File: src/rtl/bitalias_pkg.sv
package bitalias_pkg;
  typedef enum logic [1:0] {
    SZ_BYTE = 2'd0,
    SZ_HALF = 2'd1,
    SZ_WORD = 2'd2
  } acc_size_e;

  typedef enum logic [1:0] {
    ST_IDLE = 2'd0,
    ST_READ = 2'd1,
    ST_MODW = 2'd2,
    ST_RESP = 2'd3
  } seq_state_e;
endpackage

File: src/rtl/bitalias_decode.sv
module bitalias_decode
  import bitalias_pkg::*;
#(
  parameter int AW = 32,
  parameter int DW = 32,
  parameter int NWIN = 2,
  parameter int OFS_W = 25,
  parameter logic [NWIN*AW-1:0] ALIAS_BASE = '0,
  parameter logic [NWIN*AW-1:0] TGT_BASE = '0
) (
  input  logic [AW-1:0]          addr,
  input  logic [1:0]             size,
  output logic                   hit,
  output logic [AW-1:0]          tgt_addr,
  output logic [$clog2(DW)-1:0]  bit_idx
);
  localparam int BW     = $clog2(DW);
  localparam int HIGH_W = AW - OFS_W;

  logic [OFS_W-1:0] offset;
  logic [NWIN-1:0]  win_hit;
  logic [AW-1:0]    win_tgt [NWIN];
  logic [AW-1:0]    raw_tgt;
  logic [BW-1:0]    raw_idx;

  assign offset  = addr[OFS_W-1:0];
  assign raw_idx = offset[2 +: BW];

  // one comparator and one base merge per window
  for (genvar w = 0; w < NWIN; w++) begin : g_win
    assign win_hit[w] = (addr[AW-1:OFS_W] == ALIAS_BASE[w*AW+OFS_W +: HIGH_W]);
    assign win_tgt[w] = win_hit[w] ? (TGT_BASE[w*AW +: AW] | AW'(offset >> BW)) : '0;
  end

  always_comb begin
    raw_tgt = '0;
    for (int w = 0; w < NWIN; w++) raw_tgt = raw_tgt | win_tgt[w];
  end

  always_comb begin
    hit = |win_hit;
    if (!hit) begin
      tgt_addr = addr;
    end else begin
      case (size)
        SZ_BYTE: tgt_addr = raw_tgt;
        SZ_HALF: tgt_addr = {raw_tgt[AW-1:1], 1'b0};
        default: tgt_addr = {raw_tgt[AW-1:2], 2'b00};
      endcase
    end
    case (size)
      SZ_BYTE: bit_idx = raw_idx & BW'(7);
      SZ_HALF: bit_idx = raw_idx & BW'(15);
      default: bit_idx = raw_idx;
    endcase
  end
endmodule

File: src/rtl/bitalias_merge.sv
module bitalias_merge #(
  parameter int DW = 32
) (
  input  logic [DW-1:0]         unit_val,
  input  logic [$clog2(DW)-1:0] bit_idx,
  input  logic                  set_val,
  output logic [DW-1:0]         merged,
  output logic                  bit_val
);
  logic [DW-1:0] mask;

  assign mask    = DW'(1) << bit_idx;
  assign merged  = set_val ? (unit_val | mask) : (unit_val & ~mask);
  assign bit_val = |(unit_val & mask);
endmodule

File: src/rtl/bitalias_seq.sv
module bitalias_seq
  import bitalias_pkg::*;
#(
  parameter int AW = 32,
  parameter int DW = 32
) (
  input  logic                  clk,
  input  logic                  rst_n,
  input  logic                  s_req,
  input  logic                  s_we,
  input  logic [1:0]            s_size,
  input  logic [DW-1:0]         s_wdata,
  input  logic                  dec_hit,
  input  logic [AW-1:0]         dec_addr,
  input  logic [$clog2(DW)-1:0] dec_bit,
  input  logic [DW-1:0]         merged,
  input  logic                  bit_val,
  input  logic                  m_ack,
  input  logic [DW-1:0]         m_rdata,
  output logic                  s_ready,
  output logic                  s_done,
  output logic [DW-1:0]         s_rdata,
  output logic                  m_req,
  output logic                  m_we,
  output logic [AW-1:0]         m_addr,
  output logic [1:0]            m_size,
  output logic [DW-1:0]         m_wdata,
  output logic [DW-1:0]         hold_q,
  output logic [$clog2(DW)-1:0] bit_q,
  output logic                  set_q
);
  localparam int BW = $clog2(DW);

  seq_state_e    state_q, state_d;
  logic          accept;
  logic          we_q, alias_q;
  logic [1:0]    size_q;
  logic [AW-1:0] addr_q;
  logic [DW-1:0] wdata_q;

  assign accept = s_req && (state_q == ST_IDLE);
  assign set_q  = wdata_q[0];

  always_comb begin
    state_d = state_q;
    case (state_q)
      ST_IDLE: if (accept) state_d = (s_we && !dec_hit) ? ST_MODW : ST_READ;
      ST_READ: if (m_ack)  state_d = we_q ? ST_MODW : ST_RESP;
      ST_MODW: if (m_ack)  state_d = ST_RESP;
      default:             state_d = ST_IDLE;
    endcase
  end

  always_ff @(posedge clk or negedge rst_n) begin
    if (!rst_n) state_q <= ST_IDLE;
    else        state_q <= state_d;
  end

  always_ff @(posedge clk or negedge rst_n) begin
    if (!rst_n) begin
      we_q    <= 1'b0;
      alias_q <= 1'b0;
      size_q  <= '0;
      addr_q  <= '0;
      wdata_q <= '0;
      bit_q   <= '0;
    end else if (accept) begin
      we_q    <= s_we;
      alias_q <= dec_hit;
      size_q  <= s_size;
      addr_q  <= dec_addr;
      wdata_q <= s_wdata;
      bit_q   <= dec_bit;
    end
  end

  always_ff @(posedge clk or negedge rst_n) begin
    if (!rst_n)                             hold_q <= '0;
    else if (state_q == ST_READ && m_ack)   hold_q <= m_rdata;
  end

  always_comb begin
    s_ready = (state_q == ST_IDLE);
    s_done  = (state_q == ST_RESP);
    m_req   = (state_q == ST_READ) || (state_q == ST_MODW);
    m_we    = (state_q == ST_MODW);
    m_addr  = addr_q;
    m_size  = size_q;
    m_wdata = (state_q != ST_MODW) ? '0 : (alias_q ? merged : wdata_q);
    if (state_q != ST_RESP || we_q) s_rdata = '0;
    else                            s_rdata = alias_q ? DW'(bit_val) : hold_q;
  end


  rd_rsp_next_chk: assert property (@(posedge clk) disable iff (!rst_n)
    (state_q == ST_READ && m_ack && !we_q) |=> s_done);


  rmw_follow_chk: assert property (@(posedge clk) disable iff (!rst_n)
    (state_q == ST_READ && m_ack && we_q) |=> (m_req && m_we && m_addr == $past(m_addr) && m_size == $past(m_size)));


  done_after_busy_chk: assert property (@(posedge clk) disable iff (!rst_n)
    s_done |-> !$past(s_ready));


  one_bit_change_chk: assert property (@(posedge clk) disable iff (!rst_n)
    (m_req && m_we && alias_q) |-> ($countones(m_wdata ^ hold_q) <= 1));


  alias_rd_narrow_chk: assert property (@(posedge clk) disable iff (!rst_n)
    (s_done && alias_q && !we_q) |-> (s_rdata[DW-1:1] == '0));


  half_align_chk: assert property (@(posedge clk) disable iff (!rst_n)
    (m_req && alias_q && m_size == SZ_HALF) |-> (m_addr[0] == 1'b0));
endmodule

File: src/rtl/bitalias_bridge.sv
module bitalias_bridge
  import bitalias_pkg::*;
#(
  parameter int AW = 32,
  parameter int DW = 32,
  parameter int NWIN = 2,
  parameter int OFS_W = 25,
  parameter logic [NWIN*AW-1:0] ALIAS_BASE = {32'h4200_0000, 32'h2200_0000},
  parameter logic [NWIN*AW-1:0] TGT_BASE   = {32'h4000_0000, 32'h2000_0000}
) (
  input  logic          clk,
  input  logic          rst_n,
  input  logic          s_req,
  input  logic          s_we,
  input  logic [AW-1:0] s_addr,
  input  logic [1:0]    s_size,
  input  logic [DW-1:0] s_wdata,
  output logic          s_ready,
  output logic          s_done,
  output logic [DW-1:0] s_rdata,
  output logic          m_req,
  output logic          m_we,
  output logic [AW-1:0] m_addr,
  output logic [1:0]    m_size,
  output logic [DW-1:0] m_wdata,
  input  logic          m_ack,
  input  logic [DW-1:0] m_rdata
);
  localparam int BW = $clog2(DW);

  logic [1:0]    rst_sync_q;
  logic          rst_int_n;
  logic          dec_hit;
  logic [AW-1:0] dec_addr;
  logic [BW-1:0] dec_bit;
  logic [DW-1:0] hold_q;
  logic [BW-1:0] bit_q;
  logic          set_q;
  logic [DW-1:0] merged;
  logic          bit_val;

  // asynchronous assert, synchronous release
  always_ff @(posedge clk or negedge rst_n) begin
    if (!rst_n) rst_sync_q <= 2'b00;
    else        rst_sync_q <= {rst_sync_q[0], 1'b1};
  end
  assign rst_int_n = rst_sync_q[1];

  bitalias_decode #(
    .AW(AW), .DW(DW), .NWIN(NWIN), .OFS_W(OFS_W),
    .ALIAS_BASE(ALIAS_BASE), .TGT_BASE(TGT_BASE)
  ) u_decode (
    .addr(s_addr), .size(s_size),
    .hit(dec_hit), .tgt_addr(dec_addr), .bit_idx(dec_bit)
  );

  bitalias_merge #(.DW(DW)) u_merge (
    .unit_val(hold_q), .bit_idx(bit_q), .set_val(set_q),
    .merged(merged), .bit_val(bit_val)
  );

  bitalias_seq #(.AW(AW), .DW(DW)) u_seq (
    .clk(clk), .rst_n(rst_int_n),
    .s_req(s_req), .s_we(s_we), .s_size(s_size), .s_wdata(s_wdata),
    .dec_hit(dec_hit), .dec_addr(dec_addr), .dec_bit(dec_bit),
    .merged(merged), .bit_val(bit_val),
    .m_ack(m_ack), .m_rdata(m_rdata),
    .s_ready(s_ready), .s_done(s_done), .s_rdata(s_rdata),
    .m_req(m_req), .m_we(m_we), .m_addr(m_addr), .m_size(m_size), .m_wdata(m_wdata),
    .hold_q(hold_q), .bit_q(bit_q), .set_q(set_q)
  );


  pass_addr_chk: assert property (@(posedge clk) disable iff (!rst_int_n)
    (s_req && s_ready && !dec_hit) |=> (m_req && m_addr == $past(s_addr) && m_size == $past(s_size)));


  idle_quiet_chk: assert property (@(posedge clk) disable iff (!rst_int_n)
    s_ready |-> (!m_req && !s_done));
endmodule

File: config.mk
export PLATFORM = sky130hd
export DESIGN_NAME = bitalias_bridge
export DESIGN_NICKNAME = d
export VERILOG_FILES = /design/src/rtl/bitalias_pkg.sv /design/src/rtl/bitalias_decode.sv /design/src/rtl/bitalias_merge.sv /design/src/rtl/bitalias_seq.sv /design/src/rtl/bitalias_bridge.sv
export SDC_FILE = /design/constraint.sdc
export NUM_CORES = 1
export LEC_CHECK = 0
export ABC_CLOCK_PERIOD_IN_PS = 8200
export CAP_MARGIN = 0
export CORE_ASPECT_RATIO = 0.9
export CORE_MARGIN = 1
export CORE_UTILIZATION = 40
export DETAILED_ROUTE_END_ITERATION = 8
export HOLD_SLACK_MARGIN = 0.03
export PLACE_DENSITY = 0.7
export SYNTH_ARGS = -nofsm -noshare
export SYNTH_HDL_FRONTEND = slang
export SYNTH_HIERARCHICAL = 1
export SYNTH_SLANG_ARGS = --single-unit
File: constraint.sdc
create_clock -name clk -period 8.2 [get_ports clk]
set_input_delay 1.64 -clock clk [delete_from_list [all_inputs] [get_ports clk]]
set_output_delay 1.64 -clock clk [all_outputs]
set_load 0.05 [all_outputs]
# Word-level counts from Yosys, hierarchy flattened
# Index checks and enable logic that the tools add are counted.
# totals
wordCells	53
reg_bits	109
# classes
reduce_logical	11
n_mux	16
n_bitwise	5
shifts	1
n_eq_ne	11
# ops
cell	count
$mux 32	6
$and 32x32->32	2
$not 32->32	1
$or 32x32->32	1
$reduce_or 32->1	1
$shl 1x5->32 const A	1
$mux 31	1
$or 30x31->31	1
$mux 30	1
$pmux 5 s2	1
$mux 2	4
$eq 7x5->1 const B	1
$eq 7x6->1 const B	1
$ne 2x2->1 const B	3
$pmux 2 s3	1
$eq 2x1->1 const B	2
$eq 2x2->1 const B	2
$logic_not 2->1	2
$ne 2x1->1 const B	2
$pmux 2 s2	1
$logic_and 1x1->1	3
$reduce_and 3->1	1
$logic_or 1x1->1	2
$reduce_or 2->1	1
2 further kinds	2

# Depth between registers and ports, before layout
# Gate-level depths: netlist of the first run.
# depth
depth_word	7
ltp_mapped	9
ltp_nobuf	7

# By module
# Netlist of the first run, hierarchy kept.
# by_module_without_submodules
mod	cells_each	area_each_um2	instances
bitalias_seq	355	5149.9	1
bitalias_merge	139	1007.2	1
bitalias_decode	46	449.2	1
bitalias_bridge	3	53.8	1

# Worst setup path after synthesis of the first run
# No wires, ideal clock.
# synth_timing
path_type	register to output
from	reg u_seq.bit_q[4]
to	out s_rdata[0]
path_slack_ns	4.485
arrival_time_ns	2.075
stages_incl_launch_ff	9
cell_sequence	dfrtp_1 or2_2 buf_2 nor4b_1 a21oi_1 o311ai_0 a2111o_1 mux2i_1 nor2_1
# synth_between
elab_chain_cells	5
# synth_lines
item	line_no	rtl
start, declared	bitalias_seq.sv:29	output logic [$clog2(DW)-1:0] bit_q,
start signal, assigned	bitalias_seq.sv:73	bit_q <= dec_bit;
$shl 1x5->32	bitalias_merge.sv:12	assign mask = DW'(1) << bit_idx;
$and 32x32->32	bitalias_merge.sv:14	assign bit_val = |(unit_val & mask);
$reduce_or 32->1	bitalias_merge.sv:14	
named net bit_val	bitalias_bridge.sv:40	logic bit_val;
$mux 32	bitalias_seq.sv:91	else s_rdata = alias_q ? DW'(bit_val) : hold_q;
$mux 32	bitalias_seq.sv:90	if (state_q != ST_RESP || we_q) s_rdata = '0;
end, declared	bitalias_bridge.sv:20	output logic [DW-1:0] s_rdata,
# The timed path passes the listed nets, and every way through them passes these cells.

# Final worst setup path of the first run
# layout_timing
from	reg u_seq.bit_q[0]
to	out m_wdata[29]
# layout_between
elab_chain_cells	6
# layout_lines
item	line_no	rtl
$shl 1x5->32 (*)	bitalias_merge.sv:12	
$not 32->32	bitalias_merge.sv:13	assign merged = set_val ? (unit_val | mask) : (unit_val & ~mask);
$and 32x32->32	bitalias_merge.sv:13	
$mux 32 (*)	bitalias_merge.sv:13	
named net merged[29]	bitalias_bridge.sv:39	logic [DW-1:0] merged;
$mux 32 (*) (2 in a row)	bitalias_seq.sv:89	m_wdata = (state_q != ST_MODW) ? '0 : (alias_q ? merged : wdata_q);
end, declared	bitalias_bridge.sv:25	output logic [DW-1:0] m_wdata,
# The timed path passes the listed nets; every way through them passes the cells marked *.

==> results of run 1 <==
[power by group]
group | internal [mW] | switching, mW
clock | 0.223 | 0.199
combinational | 0.983 | 1.18
sequential | 0.808 | 0.308
total | 2.01 | 1.69
[path summary, 6_finish.rpt]
path                       slack [ns]             start           endpoint  depth (start not counted)
hold reg to reg                  0.33     rst_sync_q[1]   u_seq/m_addr[26]                          0
min in group clk                 0.36     rst_sync_q[0]      rst_sync_q[1]                          0
hold / removal                   0.33     rst_sync_q[1]   u_seq/m_addr[26]                          0
max in group asynchronous        6.60     rst_sync_q[1]      u_seq/alias_q                          1
setup reg to reg                 5.67  u_seq/state_q[0]  u_seq/wdata_q[31]                          5
setup / recovery                 3.15    u_seq/bit_q[0]        m_wdata[29]                          8
[critical path: stages, from the launching register on]
cell	delay [ns]
dfrtp_1	0.82
inv_1	0.12
nor2_1	0.37
nand2_1	0.27
nor2_1	0.20
mux2_2	0.35
mux2i_1	0.15
nor2b_1	0.08
clkdlybuf4s50_1	0.70
[cell type report]
type                            count  area (um2)
Fill cell                        1396        7212
Multi-Input combinational cell    383        3600
Sequential cell                   109        2733
Timing Repair Buffer              208        2072
Clock buffer                       13       260.3
Tap cell                          207       259.0
Inverter                            7       26.28
Clock inverter                      3       21.27
Antenna cell                        1       2.502
[flip-flops by register name, summed over array words and instances, names as in the netlist]
| register | count |
|---|---|
| rst_sync_q | 2 |
| u_seq/alias_q | 1 |
| u_seq/bit_q | 5 |
| u_seq/hold_q | 32 |
| u_seq/m_addr | 32 |
| u_seq/m_size | 2 |
| u_seq/state_q | 2 |
| u_seq/wdata_q | 32 |
| u_seq/we_q | 1 |
[kinds of logic (layout without fill, tap and decap cells)]
kind of cell / after synthesis / in the layout / synth area share, %
multiplexers: 194 / 194 / 36.37
AND/OR/NAND/NOR: 154 / 154 / 13.21
flip-flops: 109 / 109 / 40.95
buffers and inverters: 51 / 231 / 5.110
AO/OA/AOI/OAI: 26 / 26 / 2.856
adder cells (fa/ha/maj): 7 / 7 / 1.315
other: 1 / 2 / 0.05631
XOR/XNOR: 1 / 1 / 0.1315
[layer usage]
layer	wire length [um]	global-route usage [%]	part of all wire, %
met1	7584	26.34	43
met2	8240	33.94	47
met3	1438	7.151	8.2
met4	227	5.430	1.3
met5	0	0	0
[synthesized netlist by cell type, drive strengths merged, types with 2 or more instances]
cell,number
a31oi,3
dfrtp,109
ha,7
buf,30
and2b,2
o2bb2ai,3
and2,38
a22oi,3
a21oi,4
nand4,2
o21ai,4
nor3b,2
clkbuf,14
mux2i,35
inv,7
nand3b,4
nor2b,34
nand2,25
nor2,29
nand2b,4
mux2,158
nand3,8
==> metrics.txt, run 1 <==
outcome=completed; Vias/cell=about 5.1; Syn. warnings=6; Die Wd=approximately 140 um; register area share after synthesis=between 40% and 50%; Final Util=between 50 and 60%; TritonCTS Buffers=9; via count of the routed design=between 4000 and 5000; Worst-Skew Late Latency=around 0.36 ns; Synth top area share=between 40% and 50%; row cnt=44; Post-synth EDFFs=0; Mapped Nets=approximately 650; final setup violation count=0; RSZ-0062 raised after global routing=false; crit path DAT=3.41 ns; largest net degree at the start of global routing=64; placed insts=~900; Ports=around 200; clock tree buffer depth=2; Max Freq=197.9 MHz; initial antenna violation count=1; #FFs+latches synth=109; worst endpoint required time=about 6.6 ns; Setup Total Neg Slack=0 ns; # port buffers=a little over 200; Pre-Repair DR Iteration Count=4; overall power=~3.7 mW; core area=16190 um2; DRT antenna net count=0; Yosys cell types=48; async set or reset register ratio after synthesis=between 90% and 100%; final wirelength=17490 um; most frequent cells in the layout=clkdlybuf4s50_1, dfrtp_1, mux2_2; Worst setup EP type=output port; worst setup margin=~3.1 ns; Residual DRC=0; ranking of synthesized cells by area=dfrtp_1, mux2_4, mux2_2, mux2i_1, and2_1; die height=approximately 120 um; Worst Tran Pin Value=around 1.1 ns; Crit Path Class=flip-flop to output port; Syn Area/Cell=around 12 um2; Final Max Tran Viols=0; Congestion Overflow GR=0; final hold vios=0; Placement Cell Area=a little under 9000 um2; number of setup buffers added after CTS=0; LEAKAGE=approximately 3.8 nW; Nets=slightly above 800; clk slew on worst S/H paths=~0.070 ns; post-synthesis cell count=543; die area=between 15000 and 20000 um2; H-tree levels=3; Iter 0 DRT Violations=just under 200; number of global-route vias before repair=slightly above 5000; # clock sinks=109; initial core utilization=roughly two fifths; pre-CTS WS=about 3.6 ns; Hold Buf Count CTS=0; non-filler cells in the finished layout=about 930; HPWL Detailed=about 13000 um; critical path fanouts, max=23; first-pass GRT wire length=about 28000 um; drt wl/cell=about 19 um; Clock Skews=0.007560 ns; Max VDD drop=around 0.00028 V; Design Area, Final=between 8000 and 9000 um2; post-layout min period=about 5.1 ns; commonest non-fill, non-tap cell in the layout=clkdlybuf4s50_1; GRT Overall Usage=between 20% and 30%; Synth-to-Final Area Change=34.74%; post-synth top area cell=dfrtp_1; share of layout cells above drive strength 1=26.14%; CTS tree=yes; Hold Path Class=flip-flop to async pin; Power Density=about 410 nW/um2; worst hold margin=~0.33 ns; GPL Wtd Cong=0.8734; commonest register cell after synthesis=dfrtp_1; period utilization=approximately three fifths; Relative slew margins=around a quarter; post-cts resize count=0; CP startpoint kind=flip-flop; max-cap violation count=0; Cell Area, Synth=6660 um2; Clock Root Buffer=clkbuf_16
Note: power is estimated with default switching activity, not from simulation.
==> inputs of run 2 (changes only) <==
- ABC_CLOCK_PERIOD_IN_PS: 8200 -> 5050
- clock period: 8.2 -> 5.05 ns (I/O delays scaled with it)
==> run 2 against run 1 <==
Hold slack better by 0.021 ns. Via count is 0.62% higher. Cell count is 0.21% lower. Sequential share of layout area hardly changed. Critical path type unchanged.
==> metrics.txt, run 2 (synthesis results as in run 1) <==
outcome=completed; via count of the routed design=4743 (+0.62%); HPWL Detailed=12830 um (+1.8%); H-tree levels=3 (unchanged); DRT antenna net count=0 (unchanged); die area=17170 um2 (unchanged); area occupied by multi-input gates=3600 um2 (unchanged); FILL cells=1411 (+1.1%); pre-CTS WS=1.097 ns (-2.495 ns); Die Wd=138.0 um (unchanged); GPL Wtd Cong=0.8649 (-0.97%); initial core utilization=41.15% (unchanged); post-layout min period=4.340 ns; period utilization=85.94%; CTS tree=yes; Setup Total Neg Slack=0 ns (unchanged); Synth-to-Final Area Change=34.60% (about the same); post-cts resize count=0 (unchanged); max-cap violation count=0 (unchanged); crit path DAT=3.33 ns (-0.08 ns); most frequent cells in the layout=clkdlybuf4s50_1, dfrtp_1, mux2_2; non-filler cells in the finished layout=929 (-0.21%); # clock sinks=109 (unchanged); worst endpoint required time=4.04 ns (-2.52 ns); final wirelength=17610 um (+0.67%); initial antenna violation count=0 (-1); ant diodes=0 (-1); core area=16190 um2 (unchanged); final setup violation count=0 (unchanged); Max Freq=~230 MHz; drt wl/cell=18.95 um (+0.89%); Hold Buf Count CTS=0 (unchanged); Crit Path Class=flip-flop to output port; GRT Overall Usage=21.12% (+0.26 points); Max VDD drop=0.0004540 V (+60%); commonest non-fill, non-tap cell in the layout=clkdlybuf4s50_1; largest net degree at the start of global routing=74 (+16%); Final Util=55.39% (about the same); critical path fanouts, max=22 (-4.3%); Congestion Overflow GR=0 (unchanged); RSZ-0062 raised after global routing=false; die height=124.4 um (unchanged); number of global-route vias before repair=5158 (+0.57%); Worst Tran Pin Value=1.125 ns (+0.01560 ns); TritonCTS Buffers=9 (unchanged); Design Area, Final=8965 um2 (about the same); CP startpoint kind=flip-flop; Vias/cell=5.105 (+0.83%); Relative slew margins=24.98% (-1.0 points); # port buffers=204 (unchanged); Clock Root Buffer=clkbuf_16; number of setup buffers added after CTS=0 (unchanged); Final Max Tran Viols=0 (unchanged); Worst setup EP type=output port; Worst path max stage delay=0.86 ns (+0.04 ns); Placement Cell Area=8690 um2 (unchanged); final hold vios=0 (unchanged); worst setup margin=0.7102 ns (-2.437 ns); placed insts=914 (unchanged); Nets=828 (unchanged); Crit-path slowest cell=dfrtp_1; Hold Path Depth=0; Worst-Skew Late Latency=0.36 ns (about the same); R2R cell count=5 (unchanged); first-pass GRT wire length=28560 um (+1.9%); Clock Skews=0.007441 ns (-0.0001183 ns); Residual DRC=0 (unchanged); Hold Path Class=flip-flop to flip-flop; crit-path cells=and2b_4, a22oi_1, a2bb2oi_1, o22ai_1, a2111o_1, mux2i_1, nor2_1, clkdlybuf4s50_1; share of layout cells above drive strength 1=26.32% (+0.17 points); row cnt=44 (unchanged); Seq. cell area=2733 um2 (unchanged); Ports=205 (unchanged); clk slew on worst S/H paths=0.07 ns (about the same); Pre-Repair DR Iteration Count=4 (unchanged); clock tree buffer depth=2 (unchanged); Iter 0 DRT Violations=167 (-15%); LEAKAGE=3.770 nW (about the same); Power Density=670.4 nW/um2 (+63%)
## run 2: cell types whose count changed in the layout (fill, tap and decap cells not counted), sizes merged
cell | before | now
clkbuf | 13 | 10
clkinv | 2 | 4
clkinvlp | 1 | 0
diode | 1 | 0
inv | 7 | 8
## run 2: cell type report
cell class / count / share of cell area [%]
well taps: 207 / 2.889
flip-flops and latches: 109 / 30.48
multi-input cells: 383 / 40.15
clock inverters: 5 / 0.4047
repair buffers: 208 / 23.11
clock buffers: 10 / 2.666
inverters: 7 / 0.2931
## run 2: path summary, 6_finish.rpt
check | endpoint | slack (ns) | startpoint
min in group asynchronous | u_seq/wdata_q[1] | 0.47 | rst_sync_q[1]
worst max-delay path | s_rdata[0] | 0.71 | u_seq/bit_q[3]
worst max register to register | u_seq/m_addr[20] | 2.50 | u_seq/state_q[0]
max in group asynchronous | u_seq/m_addr[25] | 3.56 | rst_sync_q[1]
worst min-delay path | rst_sync_q[1] | 0.35 | rst_sync_q[0]
worst min register to register | rst_sync_q[1] | 0.35 | rst_sync_q[0]
## run 2: stage by stage
| step | hold WS, ns | power, mW |
|---|---|---|
| 6_report | 0.3509 | 6.010 |
| 2_1_floorplan | 0.3312 | 4.308 |
| 4_1_cts | 0.3541 | 6.065 |
| 3_3_place_gp | 0.3354 | 5.311 |
| 3_5_place_dp | 0.3371 | 5.360 |
| 5_1_grt | 0.3598 | 6.331 |
## run 2: critical path, delay by kind of cell, from the launching register on
family	cells	cell delay [ns]
muxes	1	0.15
AOI/OAI and AO/OA	4	0.88
and+or+nand+nor	2	0.37
DFF	1	0.86
buffers and inverters	1	0.70
## run 2: metal layers
layer	track usage, %	up-vias	share of wire [%]	routed length [um]
met4	4.654	0	1.4	242
met5	0	-	0	0
met3	8.228	15	8.4	1477
li1	-	2218	-	-
met1	26.45	2332	43	7605
met2	34.24	178	47	8284
## run 2: power by group
part           switching (mW)  internal, mW
clock network           0.325         0.347
registers               0.506          1.31
logic                    1.92          1.60
total                    2.75          3.26
